File: src/rtl/pfi_pkg.sv
package pfi_pkg;
    typedef enum logic [1:0] {
        ST_IDLE  = 2'd0,
        ST_START = 2'd1,
        ST_ON    = 2'd2,
        ST_COOL  = 2'd3
    } pfi_state_e;

    localparam int SEL_W          = 2;
    localparam int DECAY_BASE_LOG = 4;
endpackage

File: src/rtl/pfi_decay_tick.sv
module pfi_decay_tick #(
    parameter int BASE_LOG2 = 4,
    parameter int SEL_W     = 2
) (
    input  logic             clk,
    input  logic             rst_n,
    input  logic             run,
    input  logic [SEL_W-1:0] sel,
    output logic             tick
);
    localparam int PRE_W = BASE_LOG2 + (1 << SEL_W) - 1;

    logic [PRE_W-1:0] pre;
    logic [PRE_W-1:0] last;

    always_comb begin
        last = PRE_W'((32'd1 << (BASE_LOG2 + int'(sel))) - 32'd1);
        tick = run && (pre >= last);
    end

    always_ff @(posedge clk or negedge rst_n) begin
        if (!rst_n)
            pre <= '0;
        else if (!run || tick)
            pre <= '0;
        else
            pre <= pre + 1'b1;
    end

    // Fall steps are at least 16 cycles apart
    assert_tick_spacing_R3: assert property (@(posedge clk) disable iff (!rst_n)
        tick |=> !tick);
endmodule

File: src/rtl/pfi_start_timer.sv
module pfi_start_timer #(
    parameter int W = 10
) (
    input  logic         clk,
    input  logic         rst_n,
    input  logic         run,
    input  logic [W-1:0] limit,
    output logic         expire
);
    logic [W-1:0] st;

    always_comb
        expire = run && (({1'b0, st} + (W+1)'(1)) >= {1'b0, limit});

    always_ff @(posedge clk or negedge rst_n) begin
        if (!rst_n)
            st <= '0;
        else if (!run)
            st <= '0;
        else if (st != '1)
            st <= st + 1'b1;
    end

    // Each window starts from zero
    assert_fresh_window_R7: assert property (@(posedge clk) disable iff (!rst_n)
        $rose(run) |-> (st == '0));
endmodule

File: src/rtl/pfi_fault_counter.sv
module pfi_fault_counter #(
    parameter int W = 12
) (
    input  logic         clk,
    input  logic         rst_n,
    input  logic         clear,
    input  logic         inc,
    input  logic         dec,
    input  logic [W-1:0] limit,
    output logic         zero,
    output logic         reach,
    output logic         last_step
);
    logic [W-1:0] cnt;

    always_comb begin
        zero      = (cnt == '0);
        reach     = inc && (({1'b0, cnt} + (W+1)'(1)) >= {1'b0, limit});
        last_step = dec && (cnt == W'(1));
    end

    always_ff @(posedge clk or negedge rst_n) begin
        if (!rst_n)
            cnt <= '0;
        else if (clear)
            cnt <= '0;
        else if (inc)
            cnt <= reach ? limit : cnt + 1'b1;
        else if (dec && !zero)
            cnt <= cnt - 1'b1;
    end

    // Without up-count or clear the counter holds or falls by exactly one
    assert_slow_fall_R3: assert property (@(posedge clk) disable iff (!rst_n)
        (!clear && !inc) |=> (cnt == $past(cnt) || cnt == W'($past(cnt) - 1'b1)));
endmodule

File: src/rtl/port_fault_integrator.sv
module port_fault_integrator
    import pfi_pkg::*;
#(
    parameter int CNT_W   = 12,
    parameter int START_W = 10
) (
    input  logic               clk,
    input  logic               rst_n,
    input  logic               port_clear,
    input  logic               port_on,
    input  logic               over_flt,
    input  logic               in_limit,
    input  logic               restart_en,
    input  logic [SEL_W-1:0]   duty_sel,
    input  logic [CNT_W-1:0]   fault_limit,
    input  logic [START_W-1:0] start_limit,
    output logic               pwr_off_req,
    output logic               oc_fault,
    output logic               start_fault,
    output logic               may_power
);
    pfi_state_e state, state_nx;
    logic port_on_q, on_rise;
    logic inc, dec_run, dec_tick;
    logic cnt_zero, reach, last_step, cnt_clear;
    logic st_run, expire, start_trip, trip;

    always_comb begin
        on_rise    = port_on && !port_on_q;
        inc        = (state == ST_ON) && over_flt && !port_clear;
        trip       = reach;
        cnt_clear  = port_clear || (trip && !restart_en);
        dec_run    = !inc && !cnt_zero && (state != ST_START) && !port_clear;
        st_run     = (state == ST_START) && !port_clear;
        start_trip = expire && port_on && in_limit;
        may_power  = (state == ST_IDLE) && cnt_zero;
    end

    pfi_decay_tick #(.BASE_LOG2(DECAY_BASE_LOG), .SEL_W(SEL_W)) u_decay (
        .clk(clk), .rst_n(rst_n), .run(dec_run), .sel(duty_sel), .tick(dec_tick)
    );

    pfi_fault_counter #(.W(CNT_W)) u_count (
        .clk(clk), .rst_n(rst_n), .clear(cnt_clear), .inc(inc), .dec(dec_tick),
        .limit(fault_limit), .zero(cnt_zero), .reach(reach), .last_step(last_step)
    );

    pfi_start_timer #(.W(START_W)) u_start (
        .clk(clk), .rst_n(rst_n), .run(st_run), .limit(start_limit), .expire(expire)
    );

    always_comb begin
        state_nx = state;
        unique case (state)
            ST_IDLE:  if (on_rise && cnt_zero) state_nx = ST_START;
            ST_START: begin
                if (!port_on)        state_nx = ST_IDLE;
                else if (start_trip) state_nx = ST_IDLE;
                else if (expire)     state_nx = ST_ON;
            end
            ST_ON: begin
                if (trip)          state_nx = restart_en ? ST_COOL : ST_IDLE;
                else if (!port_on) state_nx = ST_IDLE;
            end
            ST_COOL:  if (last_step || cnt_zero) state_nx = ST_IDLE;
        endcase
        if (port_clear) state_nx = ST_IDLE;
    end

    always_ff @(posedge clk or negedge rst_n) begin
        if (!rst_n) begin
            state     <= ST_IDLE;
            port_on_q <= 1'b0;
        end else begin
            state     <= state_nx;
            port_on_q <= port_on;
        end
    end

    always_ff @(posedge clk or negedge rst_n) begin
        if (!rst_n) begin
            pwr_off_req <= 1'b0;
            oc_fault    <= 1'b0;
            start_fault <= 1'b0;
        end else if (port_clear) begin
            pwr_off_req <= 1'b0;
            oc_fault    <= 1'b0;
            start_fault <= 1'b0;
        end else begin
            pwr_off_req <= trip || start_trip;
            oc_fault    <= oc_fault || trip;
            start_fault <= start_fault || start_trip;
        end
    end

    assert_off_pulse_R2: assert property (@(posedge clk) disable iff (!rst_n)
        pwr_off_req |=> !pwr_off_req);
    assert_trip_requests_off_R2: assert property (@(posedge clk) disable iff (!rst_n)
        $rose(oc_fault) |-> pwr_off_req);
    assert_start_needs_empty_R8: assert property (@(posedge clk) disable iff (!rst_n)
        (state == ST_START && $past(state) == ST_IDLE) |-> $past(cnt_zero));
    assert_start_cause_R7: assert property (@(posedge clk) disable iff (!rst_n)
        $rose(start_fault) |-> $past(in_limit));
    assert_flag_sticky_R10: assert property (@(posedge clk) disable iff (!rst_n)
        (oc_fault && !port_clear) |=> oc_fault);
    assert_clear_all_R9: assert property (@(posedge clk) disable iff (!rst_n)
        port_clear |=> (!oc_fault && !start_fault && !pwr_off_req));
endmodule

File: config.mk
export PLATFORM = sky130hd
export DESIGN_NAME = port_fault_integrator
export DESIGN_NICKNAME = d
export VERILOG_FILES = /design/src/rtl/pfi_pkg.sv /design/src/rtl/pfi_decay_tick.sv /design/src/rtl/pfi_start_timer.sv /design/src/rtl/pfi_fault_counter.sv /design/src/rtl/port_fault_integrator.sv
export SDC_FILE = /design/constraint.sdc
export NUM_CORES = 1
export LEC_CHECK = 0
export BUFFER_PORTS_ARGS = -buffer_cell sky130_fd_sc_hd__buf_4
export CAP_MARGIN = 5
export CORE_ASPECT_RATIO = 1.4
export CORE_MARGIN = 2
export CORE_UTILIZATION = 65
export CTS_BUF_LIST = sky130_fd_sc_hd__clkbuf_4
export DETAILED_ROUTE_END_ITERATION = 8
export MAX_ROUTING_LAYER = met4
export PLACE_DENSITY = 0.87
export SETUP_SLACK_MARGIN = 0.5
export SYNTH_ARGS = -nofsm -noshare
export SYNTH_HDL_FRONTEND = slang
export SYNTH_SLANG_ARGS = --single-unit
export TNS_END_PERCENT = 50
File: constraint.sdc
create_clock -name clk -period 4.24 [get_ports clk]
set_input_delay 0.424 -clock clk [delete_from_list [all_inputs] [get_ports clk]]
set_output_delay 0.424 -clock clk [all_outputs]
set_load 0.01 [all_outputs]
==> After elaboration in Yosys (flattened, before gate mapping) <==
Index checks and enable logic that the tools add are counted.
{ "classes": {"addsub": 8, "n_lt_le_gt_ge": 3, "n_eq_ne": 11, "n_shift": 1, "muxes": 20, "reduce_logical": 33} }
{ "op_table": {"columns": ["op", "n"], "rows": [
  ["$mux W12", 4],
  ["$shl A1 B32 Y7 const A", 1],
  ["$mux W10", 2],
  ["$mux W2", 9],
  ["$logic_and A1 B1 Y1", 17],
  ["$add A12 B1 Y13 const B", 1],
  ["$ge A13 B12 Y1", 1],
  ["$add A12 B1 Y12 const B", 1],
  ["$eq A12 B1 Y1 const B", 1],
  ["$logic_not A12 Y1", 1],
  ["$sub A12 B1 Y12 const B", 1],
  ["$add A10 B1 Y11 const B", 1],
  ["$ge A11 B10 Y1", 1],
  ["$add A10 B1 Y10 const B", 1],
  ["$ne A10 B10 Y1 const B", 1],
  ["$pmux W2 S4", 1],
  ["$add A7 B1 Y7 const B", 1],
  ["$ge A7 B7 Y1", 1],
  ["$mux W7", 1],
  ["$sub A7 B1 Y7 const B", 1],
  ["$logic_not A1 Y1", 6],
  ["$logic_or A1 B1 Y1", 6],
  ["$ne A5 B5 Y1 const B", 1],
  ["$add A3 B2 Y4 const A", 1],
  ["other kinds (11)", 14]
]} }
{ "totals": {"regBits": 35, "inputBits": 31, "out_inout_bits": 4, "word_cells": 84} }

==> Logic depth before layout (Yosys ltp) <==
{ "logic_depth": {"depth_word": 13, "ltp_mapped": 15, "ltp_nobuf": 13} }

==> Hierarchy <==
Synthesis repeated with hierarchy kept, for this count alone.
{ "hier_totals": {"hier_cells": 361, "area_unflattened_um2": 3153.0} }
{ "modules_own_cells": {"columns": ["mod", "n_inst", "cells_per_inst", "area_each_um2", "seq_area_each_um2"], "rows": [
  ["pfi_fault_counter", 1, 179, 1532.7, 300.3],
  ["pfi_start_timer", 1, 90, 784.5, 250.2],
  ["pfi_decay_tick", 1, 50, 465.4, 175.2],
  ["port_fault_integrator", 1, 42, 370.4, 150.1]
]} }

==> Worst setup path before layout <==
No wires, ideal clock.
{ "synth_path": {"kind": "reg2reg", "startpoint": "register u_count.cnt[2]", "endpoint": "register state[0]", "setup_time_ns": 0.092, "arrival_time_ns": 2.724, "required_time_ns": 4.148, "setup_slack_ns": 1.424, "stages_incl_launch_ff": 14, "n_path_buf": 2, "period_less_slack_ns": 2.816, "path_cell_list": "dfrtp_1 buf_4 and3_4 and4_1 nand2_1 nor2_1 xor2_1 ha_1 nand3_1 a2111o_1 and2_4 buf_6 o32a_1 o31ai_2"} }
{ "synth_between": {"elab_chain_cells": 10, "elab_cells_between_ends": 20, "classes_between": "1 x add/sub; 1 x order compare; 4 x eq/ne; 3 x mux; 11 x reduce/logical"} }
{ "synth_rtl": {"columns": ["element", "line", "text"], "rows": [
  ["start, declared", "pfi_fault_counter.sv:14", "logic [W-1:0] cnt;"],
  ["start signal, assigned", "pfi_fault_counter.sv:28", "cnt <= reach ? limit : cnt + 1'b1;"],
  ["start signal, assigned", "pfi_fault_counter.sv:30", "cnt <= cnt - 1'b1;"],
  ["branches (longest 10 deep; another with $add A12 B1 Y13)", null, null],
  ["end signal, assigned", "port_fault_integrator.sv:75", "state <= state_nx;"],
  ["end, declared", "port_fault_integrator.sv:22", "pfi_state_e state, state_nx;"]
]} }
Several ways; the timed one is not identified.
A chain may end at the register's enable or synchronous reset.

==> Worst setup path in the final report <==
{ "layout_path": {"startpoint": "register u_count.cnt[0]", "endpoint": "register u_count.cnt[11]"} }
{ "layout_between": {"elab_chain_cells": 8, "elab_cells_between_ends": 19, "classes_between": "3 x add/sub; 1 x order compare; 4 x mux; 11 x reduce/logical"} }
{ "layout_rtl": {"columns": ["element"], "rows": [
  ["branches (longest 8 deep; another with $add A12 B1 Y13)"]
]} }
Several ways; the timed one is not identified. The select of a mux whose other input is x is not followed.

==> metrics.yaml <==
status: "finished with violations"
violations: "negative hold slack"
crit_path_start: "u_count.cnt[0]"
synth_mux_area_share_pct: 1.45
yosys.area_share.simple_pct: 21.0
layout-drive-gt1-share_pct: 12.6
cts_resized: 0
synth_edf_count: 0
cts.sinks: 35
cts_root_buf: "clkbuf_4"
tns_ps: 0
synth_top_family_by_area: "simple AND/OR/NAND/NOR gates"
synthFlopType: "dfrtp_1"
postSynth.asyncResetShare_pct: 100
design.die.area_sq_mm: 0.00508
post-route-drc-count: 0
cts_setup_buffers: 0
hold_slack_ps: -1.87
ant_nets: 0
cts_tree: "built"
finClkSkew_ps: 16.5
drt-initial-drc-count: 127
routed_wl_mm: 6.82
final_net_count: 444
h-tree-depth: 2
cts_made_buffers: 5
clockBufferDepth: 2
die_width_um: 60.8
grt_use_total_pct: 30.8
clkTransAtPathRegs_ps: 120
max_freq_mhz: 305
row_count: 28
via_count: 2689
synth_top_area_cell: "dfrtp_1"
cp-end-kind: "flop"
yosys_register_bits: 35
synthCells: 355
p_per_area_mw_per_mm2: 178
synth_fp_nets: 417
syn_area_per_cell_sq_um: 8.28
syn_area_sq_mm: 0.00294
synth-xor-area-share_pct: 8.94
area_growth_pct: 10.3
r2r-start: "u_count.cnt[0]"
core-area_sq_mm: 0.00427
synthAdderAreaFrac_pct: 13.2
grt-ovfl-total: 0
num-fill-cells: 363
first_pass_iters: 5
routed_via_density: 6.08
finalWorstSetupSlack_ps: 959
rsz0062_at_grt: "false"
synth_top_area_share_pct: 29.8
finalMaxSlewViolations: 0
yosys-top-cells-area: "dfrtp_1 (30%), ha_1 (13%), a21oi_1 (5.8%)"
worst_ep_required_time_ps: 4500
critPathLaunchType: "flop"
slew_headroom_pct: 47.4
post-route-min-period_ps: 3280
diodes: 0
grt_pass1_vias: 2717
clk_latency_ps: 350
hold_viol_final: 2
grt_pass1_wl_mm: 11.8
yosysWarnings: 0
setup_viol: 0
io_pins: 35
initial_core_util_pct: 68.7
io_buffers: 34
worst_pin_slew_ps: 782
p_leak_nw: 1.64
drv_cap: 0
synth_compound_area_share_pct: 18.4
seq_area_frac_synth_pct: 29.8
holdBufCountCts: 0
wl_per_cell_um: 15.4
timing.final.crit_share_pct: 77.4
die_h_um: 83.5
grt_max_degree: 36
ys_top_cells_by_count: "dfrtp_1 (35), inv_1 (35), a21oi_1 (34), nor2_1 (34)"
irDropWorstVdd_uv: 126
min_path_type: "input port to asynchronous set/reset pin"
antenna_found_initial: 0
gp_congestion: 0.928
path_max_fanout: 15
arrival_ps: 3540
synth_cell_types: 59
preCtsSetupSlack_ps: 1040
path_class: "flop to flop"
dp_hpwl_mm: 5.42
-- cell usage in the layout (no fill, tap or decap), drive strengths merged, types with 3 or more instances in the layout --
| cell type | n |
|---|---|
| nor3 | 6 |
| dfrtp | 35 |
| or3 | 3 |
| o2bb2ai | 3 |
| o21ai | 10 |
| buf | 34 |
| ha | 31 |
| clkinv | 3 |
| xnor2 | 14 |
| and2 | 3 |
| a211oi | 4 |
| o22ai | 3 |
| o31ai | 5 |
| nand2 | 31 |
| a21oi | 34 |
| nand3 | 22 |
| nor2 | 34 |
| clkbuf | 5 |
| inv | 35 |
| xor2 | 16 |
| nor2b | 4 |
| and3 | 6 |
| nand4 | 5 |
-- critical path, stage by stage (launching register included) --
cell     delay (ps)
dfrtp_1         560
ha_1            320
nand3_4         120
nor2_1          190
xor2_1          210
ha_1            280
a21o_1          190
a21oi_1         170
o311a_4         290
and2_4          280
mux2_1          360
o31ai_2         210
-- state kept, by name, summed over array words and instances, names as in the netlist --
register     cells
state            2
pwr_off_req      1
start_fault      1
port_on_q        1
u_decay.pre      7
oc_fault         1
u_start.st      10
u_count.cnt     12
-- kinds of logic (layout without fill, tap and decap cells) --
logic type | after synthesis | in the layout
compound gates | 81 | 81
xor+xnor | 30 | 30
fa+ha+maj | 31 | 31
buf+inv | 50 | 77
flops | 35 | 35
mux | 4 | 4
simple gates | 124 | 124
-- final timing paths --
kind,to,slack [ps],cells past startpoint
worst max-delay path,u_count.cnt[11],960,11
worst min register to register,u_decay.pre[0],520,1
worst min-delay path,u_count.cnt[0],-2,1
worst max register to register,u_count.cnt[11],960,11
max in group asynchronous,u_count.cnt[9],3900,1
min in group clk,port_on_q,220,1
-- stage by stage --
stage	power [mW]	hold slack, ps	utilization [%]	std cells	area, sq um
finish	0.576	-1.87	75.8	442	3240
global route	0.603	25.1	75.8	442	3240
CTS	0.577	23.8	75.8	442	3240
detailed placement	0.411	400	74.7	435	3190
global placement	0.409	390	74.7	435	3190
floorplan	0.372	128	-	355	2940
-- metal layers --
| metal | vias up | global-route usage [%] | wire length [um] |
|---|---|---|---|
| met3 | 29 | 5.12 | 438 |
| met5 | - | - | 0 |
| li1 | 1296 | - | - |
| met4 | 0 | 18.8 | 286 |
| met1 | 1237 | 35.5 | 2680 |
| met2 | 127 | 48.5 | 3410 |
-- layout make-up --
type,count,area [sq um],share of cell area [%]
Sequential cell,35,876,27.0
Timing Repair Buffer,34,255,7.88
Multi-Input combinational cell,270,1850,57.2
Clock inverter,2,8.76,0.270
Inverter,36,135,4.17
Clock buffer,5,37.5,1.16
Tap cell,60,75.1,2.32
-- report_power, final --
part           total [mW]  switching [mW]  internal (mW)
combinational      0.0671          0.0351         0.0321
sequential          0.337         0.00179          0.335
clock               0.172           0.113         0.0587
No activity file was read; power rests on OpenSTA's default activity.
